$ cat src/rtl/softramp_pkg.sv
package softramp_pkg;

  typedef enum logic [1:0] {
    ST_POWER_DOWN = 2'd0,
    ST_RAMP_UP    = 2'd1,
    ST_NORMAL     = 2'd2,
    ST_RAMP_DOWN  = 2'd3
  } rampState_e;

  // Strobes from the sequencer to the level datapath
  typedef struct packed {
    logic clearLevel;
    logic stepUp;
    logic stepDown;
    logic timerRun;
    logic passAudio;
  } rampCmd_t;

endpackage

$ cat src/rtl/rampControl.sv
module rampControl
  import softramp_pkg::*;
(
  input  logic       clk,
  input  logic       rstN,
  input  logic       sysClkOk,
  input  logic       frameClkOk,
  input  logic       atMid,
  input  logic       atZero,
  output rampCmd_t   cmd,
  output rampState_e state
);

  rampState_e nextState;

  always_comb begin
    nextState = state;
    unique case (state)
      ST_POWER_DOWN: begin
        if (sysClkOk && frameClkOk) nextState = ST_RAMP_UP;
      end
      ST_RAMP_UP: begin
        if (!sysClkOk)        nextState = ST_POWER_DOWN;
        else if (!frameClkOk) nextState = ST_RAMP_DOWN;
        else if (atMid)       nextState = ST_NORMAL;
      end
      ST_NORMAL: begin
        if (!sysClkOk)        nextState = ST_POWER_DOWN;
        else if (!frameClkOk) nextState = ST_RAMP_DOWN;
      end
      ST_RAMP_DOWN: begin
        if (!sysClkOk || atZero) nextState = ST_POWER_DOWN;
      end
      default: nextState = ST_POWER_DOWN;
    endcase
  end

  always_comb begin
    cmd            = '0;
    cmd.clearLevel = (nextState == ST_POWER_DOWN);
    cmd.stepUp     = (state == ST_RAMP_UP);
    cmd.stepDown   = (state == ST_RAMP_DOWN);
    cmd.timerRun   = (state == ST_RAMP_UP) || (state == ST_RAMP_DOWN);
    cmd.passAudio  = (state == ST_NORMAL);
  end

  always_ff @(posedge clk) begin
    if (!rstN) state <= ST_POWER_DOWN;
    else       state <= nextState;
  end

endmodule

$ cat src/rtl/rampDatapath.sv
module rampDatapath
  import softramp_pkg::*;
#(
  parameter int LVL_W       = 10,
  parameter int STEP_CYCLES = 4
) (
  input  logic             clk,
  input  logic             rstN,
  input  rampCmd_t         cmd,
  input  logic [LVL_W-1:0] sampleIn,
  output logic [LVL_W-1:0] levelOut,
  output logic             atMid,
  output logic             atZero
);

  localparam int TMR_W = (STEP_CYCLES > 1) ? $clog2(STEP_CYCLES) : 1;
  localparam logic [TMR_W-1:0] TMR_LAST = TMR_W'(STEP_CYCLES - 1);
  localparam logic [LVL_W-1:0] MID_LEVEL = LVL_W'(1) << (LVL_W - 1);

  logic [TMR_W-1:0] stepCnt;
  logic             stepDue;
  logic [LVL_W-1:0] level;

  // Frame-rate step timer
  always_ff @(posedge clk) begin
    if (!rstN || !cmd.timerRun) stepCnt <= '0;
    else if (stepCnt == TMR_LAST) stepCnt <= '0;
    else                          stepCnt <= stepCnt + 1'b1;
  end

  assign stepDue = cmd.timerRun && (stepCnt == TMR_LAST);
  assign atMid   = (level == MID_LEVEL);
  assign atZero  = (level == '0);

  always_ff @(posedge clk) begin
    if (!rstN || cmd.clearLevel)                level <= '0;
    else if (stepDue && cmd.stepUp && !atMid)   level <= level + 1'b1;
    else if (stepDue && cmd.stepDown && !atZero) level <= level - 1'b1;
  end

  assign levelOut = cmd.passAudio ? sampleIn : level;

endmodule

$ cat src/rtl/softRampCtl.sv
module softRampCtl
  import softramp_pkg::*;
#(
  parameter int LVL_W       = 10,
  parameter int STEP_CYCLES = 4
) (
  input  logic             clk,
  input  logic             rstN,
  input  logic             sysClkOk,
  input  logic             frameClkOk,
  input  logic [LVL_W-1:0] sampleIn,
  output logic [LVL_W-1:0] levelOut,
  output logic             clampOut,
  output logic [1:0]       stateOut
);

  rampCmd_t   cmd;
  rampState_e state;
  logic       atMid;
  logic       atZero;

  rampControl u_control (
    .clk        (clk),
    .rstN       (rstN),
    .sysClkOk   (sysClkOk),
    .frameClkOk (frameClkOk),
    .atMid      (atMid),
    .atZero     (atZero),
    .cmd        (cmd),
    .state      (state)
  );

  rampDatapath #(
    .LVL_W       (LVL_W),
    .STEP_CYCLES (STEP_CYCLES)
  ) u_datapath (
    .clk      (clk),
    .rstN     (rstN),
    .cmd      (cmd),
    .sampleIn (sampleIn),
    .levelOut (levelOut),
    .atMid    (atMid),
    .atZero   (atZero)
  );

  assign stateOut = state;
  assign clampOut = (state == ST_POWER_DOWN);

endmodule

$ cat config.mk
export PLATFORM = sky130hd
export DESIGN_NAME = softRampCtl
export DESIGN_NICKNAME = d
export VERILOG_FILES = /design/src/rtl/softramp_pkg.sv /design/src/rtl/rampControl.sv /design/src/rtl/rampDatapath.sv /design/src/rtl/softRampCtl.sv
export SDC_FILE = /design/constraint.sdc
export NUM_CORES = 1
export LEC_CHECK = 0
export BUFFER_PORTS_ARGS = -buffer_cell sky130_fd_sc_hd__buf_2
export CAP_MARGIN = 0
export CORE_UTILIZATION = 40
export CTS_BUF_LIST = sky130_fd_sc_hd__clkbuf_4 sky130_fd_sc_hd__clkbuf_8
export DETAILED_ROUTE_END_ITERATION = 6
export HOLD_SLACK_MARGIN = 0.15
export PLACE_DENSITY = 0.6
export SLEW_MARGIN = 20
export SYNTH_ARGS = -nofsm -noshare
export SYNTH_HDL_FRONTEND = slang
export SYNTH_HIERARCHICAL = 1
export SYNTH_SLANG_ARGS = --single-unit
$ cat constraint.sdc
create_clock -name clk -period 3.68 [get_ports clk]
set_input_delay 0.552 -clock clk [delete_from_list [all_inputs] [get_ports clk]]
set_output_delay 0.552 -clock clk [all_outputs]
set_load 0.005 [all_outputs]
Word level (Yosys, flattened, before mapping):

Index checks and enable logic that the tools add are counted.

* register bits after elaboration: 14
* logic and storage cells: 42

* add/subtract/negate cells: 3
* muxes and demuxes: 11
* equality and inequality tests: 5
* reduce and logical (&&, ||, !) cells: 20

Operator list (count)
* $mux W10: 3
* $mux W2: 7
* $add A10 B1 Y10 const B: 1
* $eq A10 B10 Y1 const B: 1
* $logic_not A10 Y1: 1
* $sub A10 B1 Y10 const B: 1
* $pmux W2 S4: 1
* $eq A2 B2 Y1 const B: 3
* $logic_and A1 B1 Y1: 6
* $logic_not A1 Y1: 5
* $logic_not A2 Y1: 2
* $logic_or A1 B1 Y1: 4
* $add A2 B1 Y2 const B: 1
* $eq A2 B1 Y1 const B: 1
* $reduce_bool A2 Y1: 1
* $reduce_or A2 Y1: 1

Depth between registers and ports, before layout:

* depth after elaboration: 7
* mapped depth: 10

Modules after synthesis:

Netlist, hierarchy kept.

By module, submodules not included
* rampDatapath: times used 1, sequential area each 240.2 um2, area an instance 1062.3 um2, cells an instance 132
* rampControl: times used 1, sequential area each 40.0 um2, area an instance 147.6 um2, cells an instance 17
* softRampCtl: times used 1, sequential area each 0.0 um2, area an instance 3.8 um2, cells an instance 1

Worst setup path before layout:

OpenSTA, ideal clock, no wires.

* path type: reg-to-reg
* start point: register u_datapath.level[4]
* end point: register u_datapath.level[9]
* data arrival time: 2.514 ns
* path buffers: 0
* setup slack: 1.046 ns
* stages on the path, launching flop included: 10
* required time: 3.559 ns
* period minus slack after synthesis: 2.634 ns
* setup time: 0.121 ns
* cells stage by stage: dfxtp_1 > nor4_2 > nand4_2 > nand3_1 > ha_1 > a21oi_1 > o211ai_1 > a211oi_1 > o22a_1 > mux2_2

* word-level cells in the longest chain between the ends: 7
* elaborated cells on any way between the ends: 19

RTL lines
* start: declaration: line rampDatapath.sv:22 `logic [LVL_W-1:0] level;`
* start signal: assignment: line rampDatapath.sv:37 `else if (stepDue && cmd.stepUp && !atMid) level <= level + 1'b1;`
* start signal: assignment: line rampDatapath.sv:38 `else if (stepDue && cmd.stepDown && !atZero) level <= level - 1'b1;`
* $eq A10 B10 Y1: line rampDatapath.sv:32 `assign atMid = (level == MID_LEVEL);`
* $mux W2: line rampControl.sv:25 `else if (atMid) nextState = ST_NORMAL;`
* $mux W2: line rampControl.sv:24 `else if (!frameClkOk) nextState = ST_RAMP_DOWN;`
* $mux W2: line rampControl.sv:23 `if (!sysClkOk) nextState = ST_POWER_DOWN;`
* $pmux W2 S4: line rampControl.sv:18 `unique case (state)`
* $logic_not A2 Y1: line rampControl.sv:40 `cmd.clearLevel = (nextState == ST_POWER_DOWN);`
* $logic_or A1 B1 Y1: line rampDatapath.sv:36 `if (!rstN || cmd.clearLevel) level <= '0;`

Parallel ways exist; a longest one is shown, timed or not. The select of a mux whose other input is x is not followed.
A chain may end at the register's enable or synchronous reset.

Worst setup path in the final report:

* start point: register u_datapath.level[8]
* end point: register u_datapath.level[9]

The elaborated chain is that of the path after synthesis.

==> impl_metrics.toml <==
[critical_path]
crit_type = "flip-flop to flip-flop"
reg2reg_depth = 9
rrSetupSlack_ns = 0.66
crit_path_top_delay_cell = "nor3_1"
cp_data_required_time_ns = 3.86
startpoint_type = "flip-flop"
cp_slowest_stage_delay_ns = 0.38
crit_fanout = 9
r2r-end = "u_datapath/level[9]"
endpoint = "u_datapath/level[9]"
cp_cell_sequence = "nor3_1, nand4_2, nand3_1, ha_1, a21oi_1, o211ai_1, a211oi_1, o22a_1, mux2_2"
r2r_start = "u_datapath/level[8]"
cp.arrival_ns = 3.20
crit_start = "u_datapath/level[8]"
cp-end-kind = "flip-flop"

[sta]
setup_viol = 0
drv_slew = 0
skew_ns = 0.00359
rsz0062_at_grt = "false"
finalCriticalPeriod_ns = 3.02
finalHoldViolations = 0
tightest_slew_ns = 0.850
slew_headroom = 0.432
setup_ws_ns = 0.660
tns_ns = 0
fmax_ghz = 0.331
fin_crit_sh = 0.821

[logic_synthesis]
ys_types = 48
syn_inst = 150
async_reset_ff_frac = 0
synth_area_per_cell_sq_um = 8.09
synthesis.nets = 174
synth_top_cell_by_area = "dfxtp_1"
syn_area_sq_um = 1210
synth.area.top_cells = "dfxtp_1 23%, ha_1 9.3%, mux2_2 7.4%, nand2_1 5.3%, a21oi_1 4.1%"
ys_ff_latch = 14
yosysWarnings = 6
synth_compound_gate_area_share = 0.251
yosys.area_share.simple = 0.253
synth_top_family_by_area = "simple AND/OR/NAND/NOR gates"
synth_top_area_frac = 0.231
synthXorXnorAreaFrac = 0.0361
synth_adder_area_share = 0.109
yosysSeqAreaShare = 0.231
synth-edff-count = 0
muxShareOfSynthArea = 0.0742
synthFlopType = "dfxtp_1"

[layout]
area_growth_pct = 15.1
instances_no_fill = 207
n_fill_cell = 272
final_cell_area_sq_um = 1400
final_cell_mix = "26 x buf_2, 17 x nand2_1, 14 x dfxtp_1"
final_core_util = 0.498
antennaDiodeCount = 0
nNetsFinal = 201
final_layout_size_suffix_gt1_frac = 0.256
final_common_cell = "buf_2"

[global_routing]
grt_use_total = 0.201
first_global_vias = 1124
grt_pass1_wl_mm = 5.09
grt_overflow_total = 0
grt_max_degree = 14
antenna_found_initial = 0

[placement]
placed_cells = 203
hpwl_mm = 2.40
pre_cts_ws_ns = 0.696
numPortBuffers = 26
placed_area_sq_um = 1360
place_congestion = 0.869

[power]
pwr-share-seq = 0.525
ir_drop_mv = 0.0766
power_frac_comb = 0.074
power.net_switching_w = 0.0000706
clkPwrFrac = 0.401
switching_share = 0.239
p_int_w = 0.000224
power-per-cell-area_nw_per_um2 = 211
p_leak_nw = 0.614

[cts]
cts_max_path_buffers = 2
clkTransAtPathRegs_ns = 0.10
cts_tree = "yes"
clock_latency_ns = 0.29
cts_buffers = 3
ctsHtreeMaxLevel = 1
hold_buffers = 0
cts-root-buf = "clkbuf_4"
post_cts_buffers = 0
cts.repair.resized = 0
clkSinkCount = 14

[drt]
antenna_left = 0
drt_iter0_markers = 63
drc = 6
via_per_inst = 5.76
dr.pass1.iters = 6
num_vias = 1193
routed_wl_mm = 3.00
wl_per_cell_um = 14.5

[floorplan]
start_util = 0.433
die_w_um = 57.1
io-pin-count = 27
die-height_um = 57.1
rows = 19
die_area_sq_um = 3260
core_area_sq_um = 2810

[run_status]
violations = "DRC"
status = "finished, violations left"

[worst_hold_path]
min_path_type = "flip-flop to flip-flop"
min_path_cells = 1

[flow_run]
maxCapViolations = 0
[stage by stage]
step | hold slack (ns) | total power, W
after CTS | 0.434 | 0.000298
after global placement | 0.410 | 0.000179
after global routing | 0.454 | 0.000308
after floorplan | 0.403 | 0.000168
final | 0.431 | 0.000295
after detailed placement | 0.420 | 0.000180
[worst min path at each step]
stage	startpoint	slack, ns	to
after global routing	u_datapath/stepCnt[0]	0.45	u_datapath/stepCnt[0]
after floorplan	u_datapath/stepCnt[0]	0.40	u_datapath/stepCnt[0]
final	u_datapath/stepCnt[0]	0.43	u_datapath/stepCnt[0]
after detailed placement	u_datapath/stepCnt[0]	0.42	u_datapath/stepCnt[0]
after CTS	u_datapath/stepCnt[0]	0.43	u_datapath/stepCnt[0]
after global placement	u_datapath/stepCnt[0]	0.41	u_datapath/stepCnt[0]
[cells in the mapped netlist, types with 2 or more instances]
| master | n |
|---|---|
| clkbuf_1 | 3 |
| dfxtp_1 | 14 |
| nand3b_1 | 2 |
| xnor2_1 | 3 |
| a21oi_1 | 10 |
| inv_1 | 9 |
| nor2b_1 | 2 |
| and2_1 | 3 |
| o31ai_1 | 2 |
| o21a_1 | 2 |
| nand2_1 | 17 |
| o21bai_1 | 3 |
| nand2b_1 | 2 |
| ha_1 | 9 |
| o211ai_1 | 3 |
| o21ai_0 | 6 |
| nand3_1 | 5 |
| nor3_1 | 5 |
| nor2_1 | 10 |
| a211oi_1 | 3 |
| mux2_2 | 8 |
| xor2_1 | 2 |
| and3_1 | 2 |
[cell families after synthesis]
family,Yosys count
AND/OR/NAND/NOR,57
buffers and inverters,13
AO/OA/AOI/OAI,43
XOR/XNOR,5
adder cells (fa/ha/maj),10
multiplexers,8
flip-flops,14
[flip-flops by register name, summed over array words and instances (netlist names)]
name                count
u_datapath/level       10
u_control/state         2
u_datapath/stepCnt      2
[per-layer routing]
layer / GRT usage / vias up / wire length [um]
li1: - / 609 / -
met1: 0.283 / 543 / 1450
met2: 0.313 / 37 / 1380
met3: 0.0159 / 4 / 125
met4: 0.0941 / 0 / 43
met5: 0 / - / 0
[critical path, delay by kind of cell (launching register included)]
kind / cells / cell delay (ns)
AOI/OAI and AO/OA: 4 / 0.92
and+or+nand+nor: 3 / 0.94
adders and majority gates: 1 / 0.38
DFF: 1 / 0.36
muxes: 1 / 0.32
[power by group through the flow]
stage	registers [W]	logic, W	clock network, W
5_1_grt	0.000155	0.0000241	0.000129
3_5_place_dp	0.000158	0.0000219	0
3_3_place_gp	0.000158	0.0000213	0
2_1_floorplan	0.000158	0.0000109	0
4_1_cts	0.000155	0.0000220	0.000122
6_report	0.000155	0.0000218	0.000118
[layout make-up]
type / instances / area, sq um / share of cell area
inverters: 9 / 33.8 / 0.0242
well taps: 31 / 38.8 / 0.0278
clock buffers: 4 / 36.3 / 0.0260
flip-flops and latches: 14 / 280 / 0.201
multi-input cells: 123 / 877 / 0.628
repair buffers: 26 / 130 / 0.0932
Power figures use the tool's default switching activity.
